==> src/rtl/hazard_pkg.sv <==
package hazard_pkg;
  typedef enum logic [1:0] {
    SEL_RF  = 2'b00,
    SEL_MEM = 2'b01,
    SEL_WB  = 2'b10
  } fwd_sel_e;
endpackage

==> src/rtl/hazard_src_pipe.sv <==
// Decode-to-execute copy of the source numbers; a bubble enters as register 0.
module hazard_src_pipe #(
  parameter int AW   = 5,
  parameter int NSRC = 2
) (
  input  logic                      clk_i,
  input  logic                      rst_ni,
  input  logic                      bubble_i,
  input  logic [NSRC-1:0][AW-1:0]   id_src_i,
  output logic [NSRC-1:0][AW-1:0]   ex_src_o
);
  always_ff @(posedge clk_i or negedge rst_ni) begin
    if (!rst_ni)       ex_src_o <= '0;
    else if (bubble_i) ex_src_o <= '0;
    else               ex_src_o <= id_src_i;
  end
endmodule

==> src/rtl/hazard_fwd_sel.sv <==
module hazard_fwd_sel
  import hazard_pkg::*;
#(
  parameter int AW = 5
) (
  input  logic [AW-1:0] src_i,
  input  logic [AW-1:0] mem_rd_i,
  input  logic          mem_we_i,
  input  logic [AW-1:0] wb_rd_i,
  input  logic          wb_we_i,
  output fwd_sel_e      sel_o
);
  logic src_live, mem_hit, wb_hit;

  assign src_live = (src_i != '0);
  assign mem_hit  = src_live && mem_we_i && (mem_rd_i == src_i);
  assign wb_hit   = src_live && wb_we_i  && (wb_rd_i  == src_i);

  // newer stage first
  always_comb begin
    if (mem_hit)     sel_o = SEL_MEM;
    else if (wb_hit) sel_o = SEL_WB;
    else             sel_o = SEL_RF;
  end
endmodule

==> src/rtl/hazard_load_interlock.sv <==
module hazard_load_interlock #(
  parameter int AW   = 5,
  parameter int NSRC = 2
) (
  input  logic [NSRC-1:0][AW-1:0] id_src_i,
  input  logic [AW-1:0]           ex_rd_i,
  input  logic                    ex_we_i,
  input  logic                    ex_load_i,
  output logic                    stall_o
);
  logic [NSRC-1:0] hit;
  logic            load_live;

  assign load_live = ex_load_i && ex_we_i && (ex_rd_i != '0);

  for (genvar g = 0; g < NSRC; g++) begin : g_cmp
    assign hit[g] = load_live && (id_src_i[g] == ex_rd_i);
  end

  assign stall_o = |hit;
endmodule

==> src/rtl/hazard_ctrl.sv <==
module hazard_ctrl
  import hazard_pkg::*;
#(
  parameter int AW = 5
) (
  input  logic          clk_i,
  input  logic          rst_ni,
  input  logic [AW-1:0] id_rs1_i,
  input  logic [AW-1:0] id_rs2_i,
  input  logic [AW-1:0] ex_rd_i,
  input  logic          ex_we_i,
  input  logic          ex_load_i,
  input  logic [AW-1:0] mem_rd_i,
  input  logic          mem_we_i,
  input  logic [AW-1:0] wb_rd_i,
  input  logic          wb_we_i,
  output logic [1:0]    fwd_a_o,
  output logic [1:0]    fwd_b_o,
  output logic          stall_o,
  output logic          bubble_o
);
  localparam int NSRC = 2;

  logic [NSRC-1:0][AW-1:0] id_src, ex_src;
  fwd_sel_e                sel [NSRC];
  logic                    stall;

  assign id_src[0] = id_rs1_i;
  assign id_src[1] = id_rs2_i;

  hazard_load_interlock #(.AW(AW), .NSRC(NSRC)) u_interlock (
    .id_src_i  (id_src),
    .ex_rd_i   (ex_rd_i),
    .ex_we_i   (ex_we_i),
    .ex_load_i (ex_load_i),
    .stall_o   (stall)
  );

  hazard_src_pipe #(.AW(AW), .NSRC(NSRC)) u_src_pipe (
    .clk_i    (clk_i),
    .rst_ni   (rst_ni),
    .bubble_i (stall),
    .id_src_i (id_src),
    .ex_src_o (ex_src)
  );

  for (genvar g = 0; g < NSRC; g++) begin : g_sel
    hazard_fwd_sel #(.AW(AW)) u_sel (
      .src_i    (ex_src[g]),
      .mem_rd_i (mem_rd_i),
      .mem_we_i (mem_we_i),
      .wb_rd_i  (wb_rd_i),
      .wb_we_i  (wb_we_i),
      .sel_o    (sel[g])
    );
  end

  assign fwd_a_o  = sel[0];
  assign fwd_b_o  = sel[1];
  assign stall_o  = stall;
  assign bubble_o = stall;
endmodule

==> config.mk <==
export PLATFORM = sky130hd
export DESIGN_NAME = hazard_ctrl
export DESIGN_NICKNAME = d
export VERILOG_FILES = /design/src/rtl/hazard_pkg.sv /design/src/rtl/hazard_src_pipe.sv /design/src/rtl/hazard_fwd_sel.sv /design/src/rtl/hazard_load_interlock.sv /design/src/rtl/hazard_ctrl.sv
export SDC_FILE = /design/constraint.sdc
export NUM_CORES = 1
export LEC_CHECK = 0
export ABC_AREA = 1
export BUFFER_PORTS_ARGS = -buffer_cell sky130_fd_sc_hd__buf_2
export CAP_MARGIN = 5
export CORE_MARGIN = 10
export CORE_UTILIZATION = 45
export CTS_CLUSTER_SIZE = 8
export DETAILED_ROUTE_END_ITERATION = 8
export PLACE_DENSITY = 0.83
export SLEW_MARGIN = 30
export SYNTH_ARGS = -nofsm -noshare
export SYNTH_HDL_FRONTEND = slang
export SYNTH_HIERARCHICAL = 1
export SYNTH_SLANG_ARGS = --single-unit
==> constraint.sdc <==
create_clock -name clk_i -period 3.1 [get_ports clk_i]
set_input_delay 0.62 -clock clk_i [delete_from_list [all_inputs] [get_ports clk_i]]
set_output_delay 0.62 -clock clk_i [all_outputs]
set_load 0.03 [all_outputs]
---- Yosys cells after proc, flatten, opt, wreduce, memory -nomap -nowiden ----
Cells that the tools add are included.
W data, S select, Z words.
storage, ports and cells
  output and inout port bits .............. 6
  register bits ........................... 10
  bits in read-only memories .............. 0
  RAM bits ................................ 0
  bits in latches ......................... 0
  memories ................................ 0
cells by class
  equal/unequal tests ..................... 6
  bitwise logic cells ..................... 0
  multiply operators ...................... 0
  add/subtract/negate cells ............... 0
  shift-type cells ........................ 0
  $lt $le $gt $ge ......................... 0
  divide/modulo/power cells ............... 0
  mux-type cells .......................... 5
  reduce and logical (&&, ||, !) cells .... 16
operators by type and width
  operator             count
  $eq A5 B5 Y1         6
  $reduce_bool A5 Y1   3
  $logic_and A1 B1 Y1  12
  $mux W10             1
  $mux W2              4
  $reduce_or A2 Y1     1

---- Longest topological paths before layout ----
  word-level depth ........................ 5
  mapped depth ............................ 9
  gate-level depth less buffers ........... 8

---- Cells and area by module ----
The synthesis kept the hierarchy.
by module, submodules not included
  module                 sequential area each (um2)  times used  cells an instance  area an instance (um2)
  hazard_fwd_sel         0.0                         2           63                 245.2
  hazard_src_pipe        250.2                       1           31                 336.6
  hazard_load_interlock  0.0                         1           45                 197.7
  hazard_ctrl            0.0                         1           1                  7.5

---- Least setup slack after synthesis ----
Ideal clock, no wire load.
  kind .................................... input-to-output
  start ................................... input ex_rd_i[1]
  end ..................................... output stall_o
  data required time ...................... 2.480 ns
  data arrival time ....................... 1.464 ns
  setup slack ............................. 1.016 ns
  stages on the path ...................... 8
  path buffers ............................ 1
  cell sequence ........................... inv_1 -> nand2_1 -> nand2_1 -> nand2_1 -> nor2_1 -> nand3_1 -> nand2_1 -> buf_4
on the way
  longest elaborated chain between the ends .. 4
ends and longest elaborated chain
  what                  RTL line                     source
  from (decl)           hazard_ctrl.sv:10            input logic [AW-1:0] ex_rd_i,
  $reduce_bool A5 Y1    hazard_load_interlock.sv:14  assign load_live = ex_load_i && ex_we_i && (ex_rd_i != '0);
  $logic_and A1 B1 Y1   hazard_load_interlock.sv:14
  $logic_and A1 B1 Y1   hazard_load_interlock.sv:17  assign hit[g] = load_live && (id_src_i[g] == ex_rd_i);
  $reduce_or A2 Y1 (*)  hazard_load_interlock.sv:20  assign stall_o = |hit;
  to (decl)             hazard_ctrl.sv:19            output logic stall_o,
Every way passes the cells marked *; elsewhere a longest branch is shown, timed or not.

---- Worst setup path in the final report ----
  start ................................... input ex_rd_i[1]
  end ..................................... output bubble_o
on the way
  longest elaborated chain between the ends .. 4
ends and longest elaborated chain
  what                  RTL line                     source
  $reduce_bool A5 Y1    hazard_load_interlock.sv:14
  $logic_and A1 B1 Y1   hazard_load_interlock.sv:14
  $logic_and A1 B1 Y1   hazard_load_interlock.sv:17
  $reduce_or A2 Y1 (*)  hazard_load_interlock.sv:20
  to (decl)             hazard_ctrl.sv:20            output logic bubble_o
Marked as above.

==> flow_metrics.env <==
export IMPL_initial_core_util_pct=47.1
export IMPL_netlist_top_cells_area="nand2_1, dfrtp_1, inv_1, nor2_1, nand3_1"
export IMPL_diodes=0
export IMPL_dpl_instance_area_um2=1210
export IMPL_clkTransAtPathRegs_ns=0.05
export IMPL_path_class="in2out"
export IMPL_tritoncts="built"
export IMPL_seqCellArea_um2=250
export IMPL_startpoint_type="primary input"
export IMPL_cts_buffer_depth=2
export IMPL_critPathRequiredTime_ns=2.48
export IMPL_ys_types=11
export IMPL_row_count=17
export IMPL_syn_inst=203
export IMPL_io_buffers=36
export IMPL_drive_gt1_share_pct=18.9
export IMPL_rsz0062_at_grt="no"
export IMPL_hpwl_mm=1.96
export IMPL_hold_violations=0
export IMPL_cts_root_buf="clkbuf_4"
export IMPL_maxCapViolCount=0
export IMPL_grt_antenna_before_repair=0
export IMPL_finalPower_uw=325
export IMPL_grt_max_degree=13
export IMPL_synth_nets=234
export IMPL_num_nets_final=271
export IMPL_pin_count=37
export IMPL_drt_drc_violations_left=0
export IMPL_ys_seq_elements=10
export IMPL_finalCritPeriodShare_pct=73.4
export IMPL_fillers=242
export IMPL_top_register="u_src_pipe/ex_src_o"
export IMPL_overflow=0
export IMPL_coreArea_um2=2190
export IMPL_synth_top_area_share_pct=30.2
export IMPL_drtIter0Drc=38
export IMPL_design_area_um2=1240
export IMPL_reg_top3="u_src_pipe/ex_src_o: 10 flops"
export IMPL_dieWidth_um=67.9
export IMPL_ys_seq_area_share_pct=24.2
export IMPL_holdCritPathClass="in2async"
export IMPL_hold_buffers=0
export IMPL_post_cts_repair_setup_buffers=0
export IMPL_p_per_area_nw_per_um2=263
export IMPL_ys_warnings_count=6
export IMPL_synth_area_leader_cell="nand2_1"
export IMPL_peakVddDrop_v=0.000147
export IMPL_wire_per_inst_um=8.26
export IMPL_relSlewSlack_pct=77.9
export IMPL_die_h_um=67.9
export IMPL_slew_viol_final=0
export IMPL_cts_buffers=3
export IMPL_place_ws_ns=0.825
export IMPL_synth_area_um2=1030
export IMPL_detail_route_antenna_nets=0
export IMPL_area_growth_pct=19.8
export IMPL_setup_slack_ns=0.826
export IMPL_place_gp_congestion=0.819
export IMPL_avgSynthCellArea_um2=5.08
export IMPL_setup_violations=0
export IMPL_arrival_ns=1.65
export IMPL_dr_pass1_iters=4
export IMPL_period_needed_ns=2.27
export IMPL_multi_input_area_um2=542
export IMPL_outcome="complete, no violations"
export IMPL_via_per_inst=4.06
export IMPL_worst_pin_slew_ns=0.331
export IMPL_post_cts_resized=0
export IMPL_wirelength_mm=2.20
export IMPL_post_route_util_pct=56.4
export IMPL_max_freq_mhz=440
export IMPL_dieArea_um2=4610
export IMPL_grt_first_pass_wirelength_mm=3.54
export IMPL_htreeDepth=1
export IMPL_end_kind="output pin"
export IMPL_setup_tns_ns=0
export IMPL_clock_sinks=10
export IMPL_grt_pass1_vias=953
export IMPL_vias=1079
export IMPL_grt_use_total_pct=9.42
export IMPL_crit_fanout=12
export IMPL_p_leak_uw=0.000918
export IMPL_largest_reg_flops=10
cells in the mapped netlist:
library cell	number
nor2_1	37
xor2_1	3
nor2_2	2
buf_6	1
nand3_1	7
buf_4	3
nand2_1	83
dfrtp_1	10
inv_1	51
inv_2	4
xnor2_1	2
final cells by class:
class                      instances  share of cell area, %
timing repair buffer              36                   14.6
clock buffer                       3                   1.82
inverter                          55                   16.7
multi-input combinational        134                   43.8
tap                               28                   2.83
sequential                        10                   20.2
critical path, stage by stage:
cell and delay, ns:
buf_2 0.11, inv_1 0.08, nand2_1 0.06, nand2_1 0.05
nand2_1 0.05, nor2_1 0.09, nand3_1 0.06, nand2_1 0.27
buf_2 0.27
worst max-delay path by stage:
stage / start / end / slack, ns / cells after the start
final: ex_rd_i[1] / bubble_o / 0.83 / 9
after global routing: ex_rd_i[1] / bubble_o / 0.68 / 9
after CTS: ex_rd_i[1] / bubble_o / 0.81 / 9
after detailed placement: ex_rd_i[1] / bubble_o / 0.83 / 9
after global placement: ex_rd_i[1] / bubble_o / 0.84 / 9
after floorplan: ex_rd_i[1] / stall_o / 1.02 / 8
cells by family (layout without fill, tap and decap cells):
logic type	count (synthesis)	count (layout)	synth area share, %
XOR/XNOR	5	5	4.24
AND/OR/NAND/NOR	129	129	48.2
flip-flops	10	10	24.2
buffers and inverters	59	94	23.3
layer usage:
layer,vias up,track usage (%),wire (um)
li1,627,-,-
met1,421,9.97,1020
met2,31,16.9,938
met3,0,3.59,233
met4,0,3.02,0
met5,-,0,0
per-stage QoR:
stage / hold slack, ns / std cells
after global placement: 0.475 / 263
after detailed placement: 0.475 / 263
final: 0.211 / 266
after global routing: 0.209 / 266
after floorplan: 0.324 / 203
after CTS: 0.205 / 266
cells in the final DEF, fill, tap and decap left out:
| cell | n |
|---|---|
| clkbuf_4 | 3 |
| nor2_2 | 2 |
| xor2_1 | 3 |
| xnor2_1 | 2 |
| inv_2 | 4 |
| nand2_1 | 83 |
| inv_1 | 51 |
| buf_2 | 36 |
| dfrtp_1 | 10 |
| nand3_1 | 7 |
| nor2_1 | 37 |
power breakdown:
part | internal [uW] | switching [uW]
Clock | 44.1 | 32.5
Combinational | 43.0 | 59.9
Sequential | 138 | 7.40
Total | 225 | 99.8
No activity file was read; power rests on OpenSTA's default activity.
